$ cat config.mk
export PLATFORM = sky130hd
export DESIGN_NAME = energy_acc_bank
export DESIGN_NICKNAME = d
export VERILOG_FILES = /design/src/rtl/energy_pkg.sv /design/src/rtl/phase_integrator.sv /design/src/rtl/phase_accum.sv /design/src/rtl/host_regs.sv /design/src/rtl/energy_acc_bank.sv
export SDC_FILE = /design/constraint.sdc
export NUM_CORES = 2
export LEC_CHECK = 0
export ABC_AREA = 1
export ABC_CLOCK_PERIOD_IN_PS = 3900
export BUFFER_PORTS_ARGS = -buffer_cell sky130_fd_sc_hd__buf_2
export CAP_MARGIN = 20
export CORE_MARGIN = 5
export CORE_UTILIZATION = 40
export CTS_CLUSTER_SIZE = 24
export DETAILED_ROUTE_END_ITERATION = 6
export PLACE_DENSITY = 0.56
export SLEW_MARGIN = 10
export SYNTH_ARGS = -nofsm -noshare
export SYNTH_HDL_FRONTEND = slang
export SYNTH_SLANG_ARGS = --single-unit
$ cat constraint.sdc
create_clock -name clk -period 3.9 [get_ports clk]
set_input_delay 0.195 -clock clk [delete_from_list [all_inputs] [get_ports clk]]
set_output_delay 0.195 -clock clk [all_outputs]
set_load 0.005 [all_outputs]
$ cat src/rtl/energy_pkg.sv
package energy_pkg;
    localparam int NPH    = 3;
    localparam int ADDR_W = 3;
    localparam int REG_W  = 32;
    localparam int HF_BIT = 4;
    localparam int RDCLR_BIT = 0;

    typedef enum logic [ADDR_W-1:0] {
        RA_ACC_A  = 3'd0,
        RA_ACC_B  = 3'd1,
        RA_ACC_C  = 3'd2,
        RA_STATUS = 3'd3,
        RA_MASK   = 3'd4,
        RA_MODE   = 3'd5,
        RA_THRESH = 3'd6
    } reg_addr_e;

    typedef enum logic {
        HOST_IDLE = 1'b0,
        HOST_RESP = 1'b1
    } host_state_e;
endpackage

$ cat src/rtl/phase_integrator.sv
module phase_integrator #(
    parameter int PWR_W = 24,
    parameter int THR_W = 32
) (
    input  logic                    clk,
    input  logic                    rst_n,
    input  logic                    stb,
    input  logic signed [PWR_W-1:0] power,
    input  logic        [THR_W-1:0] thr,
    output logic                    q_up,
    output logic                    q_dn
);
    localparam int INT_W = ((THR_W > PWR_W) ? THR_W : PWR_W) + 2;

    logic signed [INT_W-1:0] integ_q;
    logic signed [INT_W-1:0] sum;
    logic signed [INT_W-1:0] thr_s;

    always_comb begin
        thr_s = $signed({{(INT_W-THR_W){1'b0}}, thr});
        sum   = integ_q + $signed({{(INT_W-PWR_W){power[PWR_W-1]}}, power});
    end

    always_ff @(posedge clk) begin
        if (!rst_n) begin
            integ_q <= '0;
            q_up    <= 1'b0;
            q_dn    <= 1'b0;
        end else begin
            q_up <= 1'b0;
            q_dn <= 1'b0;
            if (stb) begin
                if (sum >= thr_s) begin
                    integ_q <= sum - thr_s;
                    q_up    <= 1'b1;
                end else if (sum <= -thr_s) begin
                    integ_q <= sum + thr_s;
                    q_dn    <= 1'b1;
                end else begin
                    integ_q <= sum;
                end
            end
        end
    end
endmodule

$ cat src/rtl/phase_accum.sv
module phase_accum #(
    parameter int ACC_W = 32
) (
    input  logic             clk,
    input  logic             rst_n,
    input  logic             q_up,
    input  logic             q_dn,
    input  logic             load,
    input  logic [ACC_W-1:0] load_val,
    input  logic             clr,
    output logic [ACC_W-1:0] acc,
    output logic             half_evt
);
    localparam int HALF_BIT = ACC_W - 2;

    logic [ACC_W-1:0] base;
    logic [ACC_W-1:0] step;
    logic [ACC_W-1:0] nxt;

    always_comb begin
        if (load)     base = load_val;
        else if (clr) base = '0;
        else          base = acc;
        step     = {{(ACC_W-1){q_dn}}, q_up | q_dn};
        nxt      = base + step;
        half_evt = nxt[HALF_BIT] ^ base[HALF_BIT];
    end

    always_ff @(posedge clk) begin
        if (!rst_n) acc <= '0;
        else        acc <= nxt;
    end
endmodule

$ cat src/rtl/host_regs.sv
module host_regs
    import energy_pkg::*;
#(
    parameter int ACC_W   = 32,
    parameter int THR_W   = 32,
    parameter int THR_RST = 1
) (
    input  logic                        clk,
    input  logic                        rst_n,
    input  logic                        wr,
    input  logic                        rd,
    input  logic [ADDR_W-1:0]           addr,
    input  logic [REG_W-1:0]            wdata,
    input  logic [NPH-1:0][ACC_W-1:0]   acc,
    input  logic [NPH-1:0]              half_evt,
    output logic [REG_W-1:0]            rdata,
    output logic                        rvalid,
    output logic                        irq_n,
    output logic [NPH-1:0]              load,
    output logic [NPH-1:0]              clr,
    output logic [THR_W-1:0]            thr,
    output logic                        hf_flag,
    output logic                        hf_en
);
    host_state_e      state_q, state_d;
    logic [7:0]       mask_q;
    logic [7:0]       mode_q;
    logic [REG_W-1:0] rd_mux;
    logic             any_evt;
    logic             w1c;

    // state register
    always_ff @(posedge clk) begin
        if (!rst_n) state_q <= HOST_IDLE;
        else        state_q <= state_d;
    end

    // next state
    always_comb begin
        state_d = state_q;
        unique case (state_q)
            HOST_IDLE: state_d = rd ? HOST_RESP : HOST_IDLE;
            HOST_RESP: state_d = rd ? HOST_RESP : HOST_IDLE;
        endcase
    end

    // outputs
    always_comb begin
        rvalid = (state_q == HOST_RESP);
        hf_en  = mask_q[HF_BIT];
        irq_n  = ~(hf_flag & hf_en);
    end

    for (genvar p = 0; p < NPH; p++) begin : g_ctl
        assign load[p] = wr && (addr == ADDR_W'(p));
        assign clr[p]  = rd && (addr == ADDR_W'(p)) && mode_q[RDCLR_BIT];
    end

    always_comb begin
        any_evt = |half_evt;
        w1c     = wr && (addr == RA_STATUS) && wdata[HF_BIT];
    end

    always_comb begin
        rd_mux = '0;
        case (addr)
            RA_ACC_A:  rd_mux = REG_W'(acc[0]);
            RA_ACC_B:  rd_mux = REG_W'(acc[1]);
            RA_ACC_C:  rd_mux = REG_W'(acc[2]);
            RA_STATUS: rd_mux[HF_BIT] = hf_flag;
            RA_MASK:   rd_mux = REG_W'(mask_q);
            RA_MODE:   rd_mux = REG_W'(mode_q);
            RA_THRESH: rd_mux = REG_W'(thr);
            default:   rd_mux = '0;
        endcase
    end

    always_ff @(posedge clk) begin
        if (!rst_n) begin
            hf_flag <= 1'b0;
            mask_q  <= '0;
            mode_q  <= '0;
            thr     <= THR_W'(THR_RST);
            rdata   <= '0;
        end else begin
            if (any_evt)  hf_flag <= 1'b1;
            else if (w1c) hf_flag <= 1'b0;
            if (wr && addr == RA_MASK)   mask_q <= wdata[7:0];
            if (wr && addr == RA_MODE)   mode_q <= wdata[7:0];
            if (wr && addr == RA_THRESH) thr    <= wdata[THR_W-1:0];
            if (rd) rdata <= rd_mux;
        end
    end
endmodule

$ cat src/rtl/energy_acc_bank.sv
module energy_acc_bank
    import energy_pkg::*;
#(
    parameter int PWR_W   = 24,
    parameter int THR_W   = 32,
    parameter int ACC_W   = 32,
    parameter int THR_RST = 1
) (
    input  logic                    clk,
    input  logic                    rst_n,
    input  logic                    sample_stb,
    input  logic signed [PWR_W-1:0] pwr_a,
    input  logic signed [PWR_W-1:0] pwr_b,
    input  logic signed [PWR_W-1:0] pwr_c,
    input  logic                    host_wr,
    input  logic                    host_rd,
    input  logic [2:0]              host_addr,
    input  logic [31:0]             host_wdata,
    output logic [31:0]             host_rdata,
    output logic                    host_rvalid,
    output logic                    irq_n
);
    logic signed [PWR_W-1:0]   pwr_vec [NPH];
    logic [NPH-1:0][ACC_W-1:0] acc_vec;
    logic [NPH-1:0]            q_up, q_dn, load, clr, half_evt;
    logic [THR_W-1:0]          thr;
    logic                      hf_flag, hf_en;

    assign pwr_vec[0] = pwr_a;
    assign pwr_vec[1] = pwr_b;
    assign pwr_vec[2] = pwr_c;

    for (genvar p = 0; p < NPH; p++) begin : g_phase
        phase_integrator #(.PWR_W(PWR_W), .THR_W(THR_W)) u_int (
            .clk   (clk),
            .rst_n (rst_n),
            .stb   (sample_stb),
            .power (pwr_vec[p]),
            .thr   (thr),
            .q_up  (q_up[p]),
            .q_dn  (q_dn[p])
        );
        phase_accum #(.ACC_W(ACC_W)) u_acc (
            .clk      (clk),
            .rst_n    (rst_n),
            .q_up     (q_up[p]),
            .q_dn     (q_dn[p]),
            .load     (load[p]),
            .load_val (host_wdata[ACC_W-1:0]),
            .clr      (clr[p]),
            .acc      (acc_vec[p]),
            .half_evt (half_evt[p])
        );
    end

    host_regs #(.ACC_W(ACC_W), .THR_W(THR_W), .THR_RST(THR_RST)) u_host (
        .clk      (clk),
        .rst_n    (rst_n),
        .wr       (host_wr),
        .rd       (host_rd),
        .addr     (host_addr),
        .wdata    (host_wdata),
        .acc      (acc_vec),
        .half_evt (half_evt),
        .rdata    (host_rdata),
        .rvalid   (host_rvalid),
        .irq_n    (irq_n),
        .load     (load),
        .clr      (clr),
        .thr      (thr),
        .hf_flag  (hf_flag),
        .hf_en    (hf_en)
    );
endmodule

======== Word level (Yosys, flattened, before mapping) ========
Index checks and enable logic that the tools add are counted.
operators by class
  add/sub/neg operators ................... 13
  $lt $le $gt $ge ......................... 6
  eq/ne operators ......................... 6
  multiplexer cells ....................... 24
  bitwise operators ....................... 10
  reduce and logical (&&, ||, !) cells .... 21
operators by type and width
  operator                                             count
  two-way mux 34 bit                                   6
  two-way mux 32 bit                                   6
  case mux 27 bit (6 select lines)                     1
  adder 34 x 24 -> 34 bit                              3
  adder 34 x 33 -> 34 bit                              3
  greater-or-equal comparator 34 x 33 -> 1 bit         3
  less-or-equal comparator 34 bit                      3
  subtractor 34 x 33 -> 34 bit                         3
  adder 32 bit                                         3
  negator 32 -> 34 bit                                 1
  case mux 4 bit (6 select lines)                      1
  logical AND 1 bit                                    14
  OR reduction 3 bit                                   4
  equality test 3 bit, second input constant           3
  two-way mux 1 bit                                    9
  case mux 1 bit (7 select lines)                      1
  equality test 3 x 2 -> 1 bit, second input constant  2
  equality test 3 x 1 -> 1 bit, second input constant  1
  logical NOT 3 bit                                    1
  NOT 1 bit                                            3
  OR 1 bit                                             3
  XOR 1 bit                                            3
  AND reduction 2 bit                                  1
  nonzero test 2 bit                                   1
  bitwise AND 1 bit                                    1
storage, ports and cells
  bits in registers ....................... 286
  bits of input ports ..................... 112
  output and inout port bits .............. 34
  word-level logic and storage cells ...... 98

======== Logic depth before layout (Yosys ltp) ========
  depth in word-level cells ............... 9
  gate-level depth with buffers ........... 34
  mapped depth without buffers ............ 33

======== Cells and area by module ========
A second synthesis with hierarchy kept.
unflattened totals
  cells, all modules ...................... 6614
  area total of the unflattened synthesis .. 40707.8 µm²
modules (own cells, without submodules)
  module                               instances  cells each  area each (µm²)  seq. area each (µm²)
  phase_accum                          3          562         3405.8           640.6
  phase_integrator (g_phase[1].u_int)  1          1455        8844.7           720.7
  phase_integrator (g_phase[2].u_int)  1          1410        8760.9           720.7
  phase_integrator (g_phase[0].u_int)  1          1441        8729.6           720.7
  host_regs                            1          622         4155.2           1641.6

======== Least setup slack after synthesis ========
No wires, ideal clock.
  kind .................................... reg-to-reg
  start point ............................. register u_host.thr[1]
  end point ............................... register g_phase[2].u_int.integ_q[14]
  library setup time ...................... 0.122 ns
  data arrival time ....................... 3.855 ns
  required time ........................... 3.778 ns
  setup slack ............................. -0.077 ns
  stages on the path, launching flop included .. 28
  path buffers ............................ 2
  period minus slack after synthesis ...... 3.977 ns
  cells stage by stage .................... dfxtp_1 > inv_1 > ha_1 > nand4_1 > nor2_2 > nand4_1 > nor3_2 > nand3_1 > nor2_1 > nand4_1 > nor2_1 > nand4_1 > nor2_1 > ha_1 > nand4_1 > inv_1 > nand2_1 > inv_1 > a21oi_1 > nand3_1 > nand2_1 > inv_1 > nor2_1 > buf_2 > buf_2 > nand2_1 > o211ai_1 > a21oi_1
between the ends
  word-level cells in the longest chain between the ends .. 4
  elaborated cells between the ends (all ways) .. 7
  those cells by class .................... 3 x add/sub; 2 x order compare; 2 x mux
RTL lines
  element                          line                    RTL
  from (decl)                      host_regs.sv:21         output logic [THR_W-1:0] thr,
  from (signal assigned)           host_regs.sv:83         thr <= THR_W'(THR_RST);
  from (signal assigned)           host_regs.sv:90         if (wr && addr == RA_THRESH) thr <= wdata[THR_W-1:0];
  negator 32 -> 34 bit             phase_integrator.sv:36  end else if (sum <= -thr_s) begin
  less-or-equal comparator 34 bit  phase_integrator.sv:36
  two-way mux 34 bit               phase_integrator.sv:36
  two-way mux 34 bit (*)           phase_integrator.sv:33  if (sum >= thr_s) begin
  to (signal assigned)             phase_integrator.sv:34  integ_q <= sum - thr_s;
  to (signal assigned)             phase_integrator.sv:37  integ_q <= sum + thr_s;
  to (signal assigned)             phase_integrator.sv:40  integ_q <= sum;
  to (decl)                        phase_integrator.sv:15  logic signed [INT_W-1:0] integ_q;
Mark *: on every way between the ends. The rest lies on a longest branch, timed or not.
A chain may end at the register's enable or synchronous reset.

======== Final worst setup path ========
  start point ............................. register u_host.thr[2]
  end point ............................... register g_phase[0].u_int.integ_q[4]
between the ends
  word-level cells in the longest chain between the ends .. 4
  elaborated cells between the ends (all ways) .. 7
  those cells by class .................... 3 x add/sub; 2 x order compare; 2 x mux
RTL lines
  element                          line
  negator 32 -> 34 bit             phase_integrator.sv:36
  less-or-equal comparator 34 bit  phase_integrator.sv:36
  two-way mux 34 bit               phase_integrator.sv:36
  two-way mux 34 bit (*)           phase_integrator.sv:33
  to (signal assigned)             phase_integrator.sv:34
  to (signal assigned)             phase_integrator.sv:37
  to (signal assigned)             phase_integrator.sv:40
  to (decl)                        phase_integrator.sv:15
Marked as above.

==> impl_metrics.csv <==
group,metric,value,unit
timing,finalClockSkew,0.0905,ns
routing,postRouteAntennaNets,0,
global_routing,grt_overflow,0,
clock_network,h-tree-depth,2,
run_status,status,"complete, but fails checks",
power_and_ir_drop,leakage,0.0305,uW
clock_network,cts_num_sinks,286,
timing,timing.final.crit_share,110,%
global_routing,grt_max_degree,126,
timing,setup_violations,106,
place,dp.cells,9599,
clock_network,clk_pin_slew,0.06,ns
floorplan,rows,117,
logic_synthesis,syn_inst,6938,
worst_setup_path,reg2reg_from,"u_host.thr[2]",
clock_network,clock_latency,0.66,ns
power_and_ir_drop,p_seq_share,7.2,%
power_and_ir_drop,power_switching_share,52.4,%
global_routing,grt_usage,36.4,%
place,dpl.hpwl,170,mm
clock_network,cts_buffer_depth,3,
timing,worst_slew_pin_slew,1.02,ns
layout,drive_above_1_share,29.8,%
timing,max_freq,234,MHz
timing,fin_crit,4.28,ns
timing,slew_headroom,31.9,%
floorplan,die_x,330,um
layout,area_growth,46.4,%
place,gp_congestion,1.05,
worst_setup_path,cp.required,4.36,ns
worst_setup_path,cpPeakStageDelay,0.40,ns
logic_synthesis,ys_ff_latch,286,
logic_synthesis,yosysWarnings,0,
power_and_ir_drop,comb_power_share,86.4,%
power_and_ir_drop,internal_power,29100,uW
timing,worst_slack,-0.381,ns
routing,drcViolationCount,0,
clock_network,cts_tree,"done",
timing,drv_slew,0,
global_routing,grt_pass1_wl,301,mm
worst_setup_path,cp-start-kind,"flop",
clock_network,clk_root_buffer_cell,"clkbuf_16",
worst_setup_path,r2r-end,"g_phase[0].u_int.integ_q[4]",
place,io_buffers,145,
logic_synthesis,synth_edf_count,0,
worst_setup_path,cp-endpoint,"g_phase[0].u_int.integ_q[4]",
worst_setup_path,arrival,4.74,ns
layout,final_nets,9028,
floorplan,die-area,109000,um^2
power_and_ir_drop,switchingPower,32100,uW
timing,finalHoldViolations,0,
run_status,violations,"negative setup slack",
logic_synthesis,synthesis.area,40800,um^2
run,drv_cap,0,
logic_synthesis,synth_cell_type_count,68,
layout,nFillCells,10400,
logic_synthesis,synthFlopType,"dfxtp_1",
floorplan,die_h,330,um
global_routing,grt_pass1_vias,49200,
logic_synthesis,async_flop_share,0,%
layout,stdcell_count,9822,
worst_setup_path,critical_path_class,"reg2reg",
layout,final_cell_mix,"nand2_1, buf_4, inv_1",
floorplan,coreArea,102000,um^2
min_path,min_path_type,"in2reg",
floorplan,initial_core_util,40.2,%
worst_setup_path,endpoint_kind,"flop",
worst_setup_path,worstRegToRegCells,23,
worst_setup_path,r2r_slack,-0.38,ns
timing,rsz0062_at_grt,"yes",
routing,wl,211,mm
power_and_ir_drop,clkPwrFrac,6.4,%
layout,final_util,58.8,%
routing,dr.pass1.iters,6,
layout,layout_commonest_cell,"nand2_1",
clock_network,cts_buffers,41,
power_and_ir_drop,power.density,1020,nW/um^2
routing,drtIter0Drc,5200,
floorplan,io-pin-count,146,
worst_setup_path,startpoint,"u_host.thr[2]",
logic_synthesis,synth-seq-area-share,14.0,%
routing,vias_per_cell,5.44,
routing,vias,53400,
logic_synthesis,syn-num-nets,7549,
power_and_ir_drop,ir_worst_vdd,0.726,mV
global_routing,antenna_found_initial,15,
routing,wl_per_cell,21.5,um
worst_setup_path,slowest_stage,"dfxtp_1",
worst_setup_path,cp_max_fo,8,
logic_synthesis,syn-mean-instance-area,5.89,um^2
worst_setup_path,critical_path.cell_chain,"inv_1 > nand4_1 > nor2_2 > nand4_1 > nor3_2 > nand3_2 > nor2_2 > buf_4 > buf_4 > xor2_1 > inv_1 > ha_1 > nand2_1 > nor2_2 > nand2_2 > nor2_4 > nand3b_1 > nand4_1 > nand3_4 > buf_12 > buf_12 > o211ai_1 > a21oi_1",
worst max-delay path: cells and delay by family (launching register included):
family                     cells  cell delay, ns
AOI/OAI and AO/OA              2            0.28
xor gates and xnor gates       1            0.14
adders and majority gates      1            0.33
buffers and inverters          6            0.84
DFF                            1            0.40
and+or+nand+nor               13            2.08
layout make-up:
class / count / area (um^2) / area share (%)
Tap cell: 1368 / 1710 / 2.86
Timing Repair Buffer: 1628 / 13000 / 21.7
Multi-Input combinational cell: 5463 / 34100 / 57.0
Timing Repair inverter: 1 / 11.3 / 0.0188
Clock buffer: 58 / 1180 / 1.97
Inverter: 996 / 3820 / 6.39
Clock inverter: 14 / 204 / 0.341
Sequential cell: 286 / 5760 / 9.63
Antenna cell: 8 / 20.0 / 0.0335
cell usage after synthesis, types with 11 or more instances:
cell       number  area share (%)
clkbuf_1       96            0.88
buf_1          12            0.11
nand3_2        15            0.37
inv_2          41            0.38
nor4_1         24            0.37
inv_1         946             8.7
o21ai_1        49            0.60
nor3_1         61            0.75
nand2_1      1786              16
o21bai_1       68             1.3
buf_2          51            0.63
dfxtp_1       286              14
nand3b_1       15            0.28
buf_4          19            0.35
o211ai_1       29            0.53
o2111ai_1      28            0.60
xnor2_1        26            0.56
nor2_2         25            0.38
nor2_1        601             5.5
xor2_1        185             4.0
a21o_1         32            0.59
or2_2          23            0.35
ha_1          487              15
a21oi_2        11            0.24
a21oi_1       687             8.4
nand4_1        94             1.4
nand2_2        26            0.40
a21boi_0       17            0.31
o21a_1         35            0.64
nand3_1       496             6.1
o21ai_0       504             6.2
fa_1           12            0.59
a31oi_1        39            0.60
sequential cells by signal, summed over array words and instances (netlist names):
signal,count
g_phase.u_int.integ_q,102
g_phase.u_acc.acc,96
u_host.rdata,32
u_host.thr,32
u_host.mask_q,8
u_host.mode_q,8
g_phase.u_int.q_dn,3
g_phase.u_int.q_up,3
u_host.hf_flag,1
u_host.rvalid,1
power by group through the flow:
stage	sequential [uW]	clock (uW)	combinational [uW]
floorplan	4100	0	22600
global placement	4340	0	44600
detailed placement	4340	0	44700
CTS	4300	4000	47300
global route	4440	4120	56400
finish	4380	3940	52900
logic make-up (layout without fill, tap and decap cells):
family,after synthesis,count (layout),synth area share (%)
simple gates,3208,3209,33.4
compound gates,1544,1544,21.0
buf+inv,1190,2697,11.6
fa+ha+maj,499,499,15.5
flops,286,286,14.0
xor+xnor,211,211,4.53
other cells,0,8,0
worst min path at each step:
stage	startpoint	end	slack, ns	cells after the start
2_1_floorplan	host_wdata[1]	u_host.mode_q[1]	0.36	2
4_1_cts	host_wr	u_host.mode_q[6]	0.005	3
3_5_place_dp	u_host.mask_q[5]	u_host.mask_q[5]	0.44	2
5_1_grt	host_wr	u_host.mode_q[2]	0.03	3
3_3_place_gp	u_host.mask_q[5]	u_host.mask_q[5]	0.44	2
6_report	host_wr	u_host.mode_q[6]	0.03	3
per-layer routing:
layer,up-vias,global-route usage (%),share of wire (%)
met5,-,0,0.013
met4,4,14.8,5.6
met3,531,6.38,8.7
met2,2259,58.8,44
met1,24800,48.2,42
li1,25900,-,-
stage by stage:
step / total power, uW / worst slack (ns) / setup TNS [ns] / instance area, um^2 / hold slack [ns]
6_report: 61200 / -0.381 / -28.96 / 59800 / 0.0326
5_1_grt: 65000 / -0.564 / -50.47 / 59800 / 0.0310
3_3_place_gp: 48900 / -0.497 / -38.49 / 52700 / 0.436
3_5_place_dp: 49000 / -0.539 / -43.42 / 52700 / 0.444
4_1_cts: 55600 / -0.255 / -19.79 / 56000 / 0.00460
2_1_floorplan: 26700 / 0.0417 / 0 / 40800 / 0.363
what timing repair did:
| item | in CTS | in global routing |
|---|---|---|
| pin swaps | 63 | 254 |
| hold buffers | 36 | 0 |
| hold endpoints to repair | 44 | 0 |
| gates resized for setup | 267 | 675 |
| cloned | 9 | 15 |
| setup buffers | 29 | 65 |
| endpoints found under the setup margin | 108 | 108 |
No activity file was read; power rests on OpenSTA's default activity.
